`config.mk`:
```
export PLATFORM = sky130hd
export DESIGN_NAME = mem_pkt_decoder
export DESIGN_NICKNAME = d
export VERILOG_FILES = /design/src/rtl/mpd_pkg.sv /design/src/rtl/mpd_hdr_check.sv /design/src/rtl/mpd_lane_split.sv /design/src/rtl/mpd_payload_buf.sv /design/src/rtl/mem_pkt_decoder.sv
export SDC_FILE = /design/constraint.sdc
export NUM_CORES = 1
export LEC_CHECK = 0
export BUFFER_PORTS_ARGS = -buffer_cell sky130_fd_sc_hd__buf_4
export CAP_MARGIN = 10
export CORE_MARGIN = 2
export CORE_UTILIZATION = 45
export DETAILED_ROUTE_END_ITERATION = 12
export PLACE_DENSITY = 0.65
export SKIP_LAST_GASP = 1
export SYNTH_ARGS = -nofsm -noshare
export SYNTH_HDL_FRONTEND = slang
export SYNTH_SLANG_ARGS = --single-unit
```
`constraint.sdc`:
```
create_clock -name clk -period 2.8 [get_ports clk]
set_input_delay 0.28 -clock clk [delete_from_list [all_inputs] [get_ports clk]]
set_output_delay 0.28 -clock clk [all_outputs]
set_load 0.01 [all_outputs]
```
`src/rtl/mpd_pkg.sv`:
```
package mpd_pkg;
  typedef enum logic [1:0] {
    PK_READ   = 2'd0,
    PK_WRITE  = 2'd1,
    PK_RETURN = 2'd2,
    PK_RSVD   = 2'd3
  } pkt_kind_e;

  typedef enum logic [2:0] {
    ST_HDR,
    ST_RD,
    ST_WREC,
    ST_WLEN,
    ST_WDAT,
    ST_WOUT,
    ST_DROP
  } dec_state_e;
endpackage

```
`src/rtl/mpd_hdr_check.sv`:
```
module mpd_hdr_check
  import mpd_pkg::*;
#(
  parameter int WORD_W = 64,
  parameter int DEST_W = 4,
  parameter int CNT_W  = 8
) (
  input  logic [WORD_W-1:0] hdr_word,
  input  logic [DEST_W-1:0] local_id,
  output pkt_kind_e         kind,
  output logic [CNT_W-1:0]  count,
  output logic              bad_dest,
  output logic              bad_kind,
  output logic              bad_count
);
  localparam int KIND_LSB = DEST_W;
  localparam int CNT_LSB  = DEST_W + 2;
  localparam int RSV_LSB  = CNT_LSB + CNT_W;

  logic [DEST_W-1:0] dest;
  logic              unused_rsvd;

  assign unused_rsvd = ^hdr_word[WORD_W-1:RSV_LSB];

  always_comb begin
    dest      = hdr_word[DEST_W-1:0];
    kind      = pkt_kind_e'(hdr_word[KIND_LSB +: 2]);
    count     = hdr_word[CNT_LSB +: CNT_W];
    // priority: destination, then kind, then count
    bad_dest  = (dest != local_id);
    bad_kind  = !bad_dest && (kind == PK_RSVD);
    bad_count = !bad_dest && !bad_kind && (count == '0);
  end
endmodule

```
`src/rtl/mpd_lane_split.sv`:
```
module mpd_lane_split #(
  parameter int WORD_W = 64,
  parameter int ADDR_W = 10,
  parameter int GRAN_W = 4,
  parameter int TID_W  = 2,
  parameter int CNT_W  = 8,
  parameter int LANES  = WORD_W / (ADDR_W + GRAN_W + TID_W)
) (
  input  logic [WORD_W-1:0]       word,
  input  logic [CNT_W-1:0]        remaining,
  output logic [LANES*ADDR_W-1:0] addr,
  output logic [LANES*GRAN_W-1:0] gran,
  output logic [LANES*TID_W-1:0]  tid,
  output logic [LANES-1:0]        lane_vld
);
  localparam int REC_W = ADDR_W + GRAN_W + TID_W;

  for (genvar i = 0; i < LANES; i++) begin : g_lane
    localparam int BASE = i * REC_W;
    assign addr[i*ADDR_W +: ADDR_W] = word[BASE +: ADDR_W];
    assign gran[i*GRAN_W +: GRAN_W] = word[BASE + ADDR_W +: GRAN_W];
    assign tid[i*TID_W +: TID_W]    = word[BASE + ADDR_W + GRAN_W +: TID_W];
    assign lane_vld[i]              = (remaining > CNT_W'(i));
  end
endmodule

```
`src/rtl/mpd_payload_buf.sv`:
```
module mpd_payload_buf #(
  parameter int WORD_W = 64,
  parameter int SLOTS  = 8,
  parameter int IDX_W  = (SLOTS > 1) ? $clog2(SLOTS) : 1
) (
  input  logic                    clk,
  input  logic                    rst_n,
  input  logic                    clear,
  input  logic                    wr_en,
  input  logic [IDX_W-1:0]        wr_idx,
  input  logic [WORD_W-1:0]       wr_word,
  output logic [SLOTS*WORD_W-1:0] flat
);
  for (genvar s = 0; s < SLOTS; s++) begin : g_slot
    logic [WORD_W-1:0] slot_q;
    always_ff @(posedge clk or negedge rst_n) begin
      if (!rst_n)                                slot_q <= '0;
      else if (clear)                            slot_q <= '0;
      else if (wr_en && (wr_idx == IDX_W'(s)))   slot_q <= wr_word;
    end
    assign flat[s*WORD_W +: WORD_W] = slot_q;
  end
endmodule

```
`src/rtl/mem_pkt_decoder.sv`:
```
module mem_pkt_decoder
  import mpd_pkg::*;
#(
  parameter int WORD_W   = 64,
  parameter int ADDR_W   = 10,
  parameter int GRAN_W   = 4,
  parameter int TID_W    = 2,
  parameter int DEST_W   = 4,
  parameter int CNT_W    = 8,
  parameter int MAX_GRAN = 8,
  parameter int LANES    = WORD_W / (ADDR_W + GRAN_W + TID_W)
) (
  input  logic                      clk,
  input  logic                      rst_n,
  input  logic [DEST_W-1:0]         local_id,
  input  logic                      in_valid,
  output logic                      in_ready,
  input  logic [WORD_W-1:0]         in_data,
  input  logic                      in_last,
  output logic                      o_valid,
  input  logic                      o_ready,
  output logic [1:0]                o_kind,
  output logic [LANES-1:0]          o_lane_vld,
  output logic [LANES*ADDR_W-1:0]   o_addr,
  output logic [LANES*GRAN_W-1:0]   o_gran,
  output logic [LANES*TID_W-1:0]    o_tid,
  output logic [MAX_GRAN*WORD_W-1:0] o_data,
  output logic                      err_dest,
  output logic                      err_kind,
  output logic                      err_count,
  output logic                      err_gran
);
  localparam int REC_W = ADDR_W + GRAN_W + TID_W;
  localparam int IDX_W = (MAX_GRAN > 1) ? $clog2(MAX_GRAN) : 1;
  localparam logic [CNT_W-1:0]  LANES_C = CNT_W'(LANES);
  localparam logic [GRAN_W-1:0] GMAX_C  = GRAN_W'(MAX_GRAN);

  // ---------------- control state ----------------
  dec_state_e         state_q;
  logic [CNT_W-1:0]   rem_q;
  pkt_kind_e          kind_q;
  logic [REC_W-1:0]   rec_q;
  logic [IDX_W-1:0]   beat_q;
  logic               e_dest_q, e_kind_q, e_cnt_q, e_gran_q;

  // ---------------- output register ----------------
  logic                    ov_q;
  pkt_kind_e               okind_q;
  logic [LANES-1:0]        omask_q;
  logic [LANES*ADDR_W-1:0] oaddr_q;
  logic [LANES*GRAN_W-1:0] ogran_q;
  logic [LANES*TID_W-1:0]  otid_q;

  // ---------------- header decode ----------------
  pkt_kind_e        h_kind;
  logic [CNT_W-1:0] h_count;
  logic             h_bd, h_bk, h_bc, h_err;

  mpd_hdr_check #(
    .WORD_W(WORD_W), .DEST_W(DEST_W), .CNT_W(CNT_W)
  ) u_hdr (
    .hdr_word (in_data),
    .local_id (local_id),
    .kind     (h_kind),
    .count    (h_count),
    .bad_dest (h_bd),
    .bad_kind (h_bk),
    .bad_count(h_bc)
  );
  assign h_err = h_bd | h_bk | h_bc;

  // ---------------- read batch split ----------------
  logic [LANES*ADDR_W-1:0] sp_addr;
  logic [LANES*GRAN_W-1:0] sp_gran;
  logic [LANES*TID_W-1:0]  sp_tid;
  logic [LANES-1:0]        sp_vld;

  mpd_lane_split #(
    .WORD_W(WORD_W), .ADDR_W(ADDR_W), .GRAN_W(GRAN_W),
    .TID_W(TID_W), .CNT_W(CNT_W), .LANES(LANES)
  ) u_split (
    .word     (in_data),
    .remaining(rem_q),
    .addr     (sp_addr),
    .gran     (sp_gran),
    .tid      (sp_tid),
    .lane_vld (sp_vld)
  );

  // ---------------- serial record fields ----------------
  logic [GRAN_W-1:0] in_gran, cur_gran;
  logic              gran_bad, last_beat;

  assign in_gran   = in_data[ADDR_W +: GRAN_W];
  assign gran_bad  = (in_gran == '0) || (in_gran > GMAX_C);
  assign cur_gran  = rec_q[ADDR_W +: GRAN_W];
  assign last_beat = (GRAN_W'(beat_q) + GRAN_W'(1)) == cur_gran;

  // ---------------- handshake ----------------
  logic out_free, acc, rd_load, wr_load;

  assign out_free = !ov_q || o_ready;

  always_comb begin
    case (state_q)
      ST_HDR:  in_ready = 1'b1;
      ST_RD:   in_ready = out_free;
      ST_WREC: in_ready = out_free;
      ST_WLEN: in_ready = 1'b0;
      ST_WDAT: in_ready = 1'b1;
      ST_WOUT: in_ready = 1'b0;
      ST_DROP: in_ready = 1'b1;
      default: in_ready = 1'b0;
    endcase
  end

  assign acc     = in_valid && in_ready;
  assign rd_load = (state_q == ST_RD) && acc;
  assign wr_load = (state_q == ST_WDAT) && acc && last_beat;

  // ---------------- payload buffer ----------------
  logic [MAX_GRAN*WORD_W-1:0] pay_flat;

  mpd_payload_buf #(
    .WORD_W(WORD_W), .SLOTS(MAX_GRAN), .IDX_W(IDX_W)
  ) u_pay (
    .clk    (clk),
    .rst_n  (rst_n),
    .clear  (state_q == ST_WLEN),
    .wr_en  ((state_q == ST_WDAT) && acc),
    .wr_idx (beat_q),
    .wr_word(in_data),
    .flat   (pay_flat)
  );

  // ---------------- sequencing ----------------
  always_ff @(posedge clk or negedge rst_n) begin
    if (!rst_n) begin
      state_q  <= ST_HDR;
      rem_q    <= '0;
      kind_q   <= PK_READ;
      rec_q    <= '0;
      beat_q   <= '0;
      e_dest_q <= 1'b0;
      e_kind_q <= 1'b0;
      e_cnt_q  <= 1'b0;
      e_gran_q <= 1'b0;
    end else begin
      e_dest_q <= 1'b0;
      e_kind_q <= 1'b0;
      e_cnt_q  <= 1'b0;
      e_gran_q <= 1'b0;
      case (state_q)
        ST_HDR: if (acc) begin
          if (h_err) begin
            e_dest_q <= h_bd;
            e_kind_q <= h_bk;
            e_cnt_q  <= h_bc;
            state_q  <= in_last ? ST_HDR : ST_DROP;
          end else begin
            rem_q   <= h_count;
            kind_q  <= h_kind;
            state_q <= (h_kind == PK_READ) ? ST_RD : ST_WREC;
          end
        end
        ST_RD: if (acc) begin
          if (rem_q > LANES_C) begin
            rem_q <= rem_q - LANES_C;
          end else begin
            rem_q   <= '0;
            state_q <= ST_HDR;
          end
        end
        ST_WREC: if (acc) begin
          if (gran_bad) begin
            e_gran_q <= 1'b1;
            state_q  <= in_last ? ST_HDR : ST_DROP;
          end else begin
            rec_q   <= in_data[REC_W-1:0];
            state_q <= ST_WLEN;
          end
        end
        ST_WLEN: begin
          beat_q  <= '0;
          state_q <= ST_WDAT;
        end
        ST_WDAT: if (acc) begin
          if (last_beat) begin
            rem_q   <= rem_q - CNT_W'(1);
            state_q <= ST_WOUT;
          end else begin
            beat_q <= beat_q + IDX_W'(1);
          end
        end
        ST_WOUT: if (o_ready) begin
          state_q <= (rem_q == '0) ? ST_HDR : ST_WREC;
        end
        ST_DROP: if (acc && in_last) state_q <= ST_HDR;
        default: state_q <= ST_HDR;
      endcase
    end
  end

  // ---------------- output register ----------------
  always_ff @(posedge clk or negedge rst_n) begin
    if (!rst_n) begin
      ov_q    <= 1'b0;
      okind_q <= PK_READ;
      omask_q <= '0;
      oaddr_q <= '0;
      ogran_q <= '0;
      otid_q  <= '0;
    end else if (rd_load) begin
      ov_q    <= 1'b1;
      okind_q <= PK_READ;
      omask_q <= sp_vld;
      oaddr_q <= sp_addr;
      ogran_q <= sp_gran;
      otid_q  <= sp_tid;
    end else if (wr_load) begin
      ov_q    <= 1'b1;
      okind_q <= kind_q;
      omask_q <= LANES'(1);
      oaddr_q <= (LANES*ADDR_W)'(rec_q[ADDR_W-1:0]);
      ogran_q <= (LANES*GRAN_W)'(rec_q[ADDR_W +: GRAN_W]);
      otid_q  <= (LANES*TID_W)'(rec_q[ADDR_W+GRAN_W +: TID_W]);
    end else if (o_ready) begin
      ov_q <= 1'b0;
    end
  end

  assign o_valid    = ov_q;
  assign o_kind     = okind_q;
  assign o_lane_vld = omask_q;
  assign o_addr     = oaddr_q;
  assign o_gran     = ogran_q;
  assign o_tid      = otid_q;
  assign o_data     = (okind_q == PK_READ) ? '0 : pay_flat;
  assign err_dest   = e_dest_q;
  assign err_kind   = e_kind_q;
  assign err_count  = e_cnt_q;
  assign err_gran   = e_gran_q;
endmodule

```
==> reports/results.ini <==
[run_status]
outcome=complete, no violations

[setup_path]
required_ns=3.27
r2r_start=beat_q[0]$_DFFE_PN0P_
worstSetupEndpointType=flip-flop
start_kind=flip-flop
reg2reg_depth=8
endpoint=o_tid[4]$_DFFE_PN0P_
path_class=reg -> reg
crit_fanout=38
timing.rr.end=o_tid[4]$_DFFE_PN0P_
cp-startpoint=beat_q[0]$_DFFE_PN0P_
arrival_ns=3.12
reg2reg_setup_slack_ns=0.15

[clock_network]
max-clock-path-buffers=3
cts_buffers=68
clock-root-buffer=clkbuf_16
path_clk_slew_ns=0.06
tritoncts=done
postCtsSetupBuffers=0
h-tree-depth=3
cts_resized=0
cts_sinks=619
insertion_delay_ns=0.61

[pwr]
power_leakage_uw=0.0172
vdd_drop_max_uv=596
powerDensity_nw_per_um2=939
p_total_uw=35200

[synthesis]
synthFlopType=dfrtp_1
synth_nets=3386
synthCells=3300
ys_warn_count=0
syn_avg_cell_area_um2=8.71
yosysUniqueCellTypes=64
synth_edf_count=0
netlist_area_um2=28700
synthArstFlopShare=1.00
synth-seq-cells=619
ys_seq_area_frac=0.539

[die]
dieArea_um2=65900
die_x_um=257
ios=661
rows=92
die_y_um=257
placeableCoreArea_um2=63100
start_util=0.455

[grt]
gr-total-overflow=0
grt_usage=0.318
grt_start_max_net_pins=108
first_global_vias=25000
antenna_found_initial=0
grt_pass1_wl_um=160000

[routing]
dr.pass1.iters=5
drt_iter0_drc=2372
wl_met3_um=8560
vias=25800
met1Wirelength_um=44200
route.top_layer_used=met4
dr_wl_met2_um=50000
avgViaCountPerCell=5.41
drc_errors=0
detail-route-antenna-nets=0
wl_per_cell_um=22.6
totalWireLength_um=107000

[sta]
fin_crit_ns=2.65
tightest_slew_ns=0.601
slew_headroom=0.599
slew_viol_final=0
setup_viol=0
skew_ns=0.0240
fin_setup_tns_ns=0
hold_violations=0
rsz0062_at_grt=no
timing.fmax_mhz=377
period_share=0.947

[place]
gp_routability_congestion=0.890
port_buffers=660
dp_hpwl_um=69700

[final_layout]
syn2layout_area_growth_pct=30.5
drive_gt1_frac=0.229
diodes=0
nNetsFinal=3947

[min_path]
hp-class=in -> reg

[job]
drv_cap=0

cells by family (layout without fill, tap and decap cells):
logic type,after synthesis,in the layout,share of synthesized area
fa+ha+maj,13,13,0.00566
buf+inv,328,940,0.0471
compound gates,639,639,0.122
flops,619,619,0.539
simple gates,1648,1648,0.267
xor+xnor,11,11,0.00335
mux,42,42,0.0155
per-layer routing:
metal / GRT usage / vias to the layer above
li1: - / 11700
met1: 0.429 / 12600
met2: 0.499 / 1258
met3: 0.0624 / 207
met4: 0.143 / 0
met5: 0 / -
critical path: stages, from the launching register on:
cell and delay (ns):
dfrtp_1 0.47, ha_1 0.26, ha_1 0.31, xor2_1 0.16, nand3_1 0.15, or4_1 0.48
nor2b_4 0.24, buf_12 0.23, a22o_1 0.21
registers in the layout, indices dropped and copies added (netlist names):
register / flops
o_valid: 1
err_count: 1
kind_q: 2
o_lane_vld: 4
err_dest: 1
u_pay.g_slot.slot_q: 512
err_kind: 1
o_kind: 2
rec_q: 16
o_tid: 8
beat_q: 3
o_addr: 40
rem_q: 8
o_gran: 16
state_q: 3
err_gran: 1
metrics by stage:
stage	util	hold WS [ns]	worst slack [ns]	area, um2	instances
2_1_floorplan	-	-0.0156	0.389	28700	3300
3_3_place_gp	0.551	0.278	0.256	34700	4585
3_5_place_dp	0.551	0.277	0.202	34700	4585
4_1_cts	0.594	0.00154	0.174	37500	4758
5_1_grt	0.594	0.0124	0.0698	37500	4758
6_report	0.594	0.0238	0.150	37500	4758
worst min path at each step:
stage	startpoint	endpoint	depth (start not counted)	slack, ns
2_1_floorplan	rst_n	beat_q[0]$_DFFE_PN0P_	0	-0.02
3_3_place_gp	rst_n	u_pay.g_slot[7].slot_q[6]$_DFFE_PN0P_	1	0.28
3_5_place_dp	rst_n	u_pay.g_slot[7].slot_q[6]$_DFFE_PN0P_	1	0.28
4_1_cts	in_data[24]	u_pay.g_slot[7].slot_q[24]$_DFFE_PN0P_	3	0.002
5_1_grt	in_data[15]	u_pay.g_slot[3].slot_q[15]$_DFFE_PN0P_	3	0.01
6_report	in_data[24]	u_pay.g_slot[7].slot_q[24]$_DFFE_PN0P_	3	0.02
cells in the mapped netlist, types with 13 or more instances:
cell,count,share of area
nor2b_1,517,0.11
mux2i_1,22,0.0077
inv_1,18,0.0024
a22o_1,50,0.015
ha_1,13,0.0057
clkbuf_1,220,0.029
o21ai_0,27,0.0047
nand2_1,1058,0.14
buf_1,30,0.0039
nor2_1,17,0.0022
dfrtp_1,619,0.54
a21oi_1,521,0.091
buf_2,52,0.0091
cells in the final DEF (no fill, tap or decap), drive strengths merged, types with 13 or more instances in the layout:
cell type / n
clkinv: 15
inv: 20
ha: 13
a21oi: 522
mux2: 20
buf: 749
nor2: 17
dfrtp: 619
mux2i: 22
o21ai: 30
clkbuf: 100
dlygate4sd3: 52
nor2b: 517
a22o: 50
nand2: 1058
layout make-up:
type	count	area, um2
clock inverters	21	215
fillers	5512	25600
flip-flops and latches	619	15500
clock buffers	100	2020
well taps	846	1060
multi-input cells	2353	12000
repair buffers	801	6630
inverters	18	67.6
power by group:
part	switching [uW]	internal, uW
clock network	3810	5230
registers	1970	12000
logic	7010	5170
total	12800	22400
timing repair:
action                                  CTS  global route
hold buffers                             52             0
endpoints found under the hold margin   351             0
endpoints found under the setup margin    0             0
No activity file was read; power rests on OpenSTA's default activity.
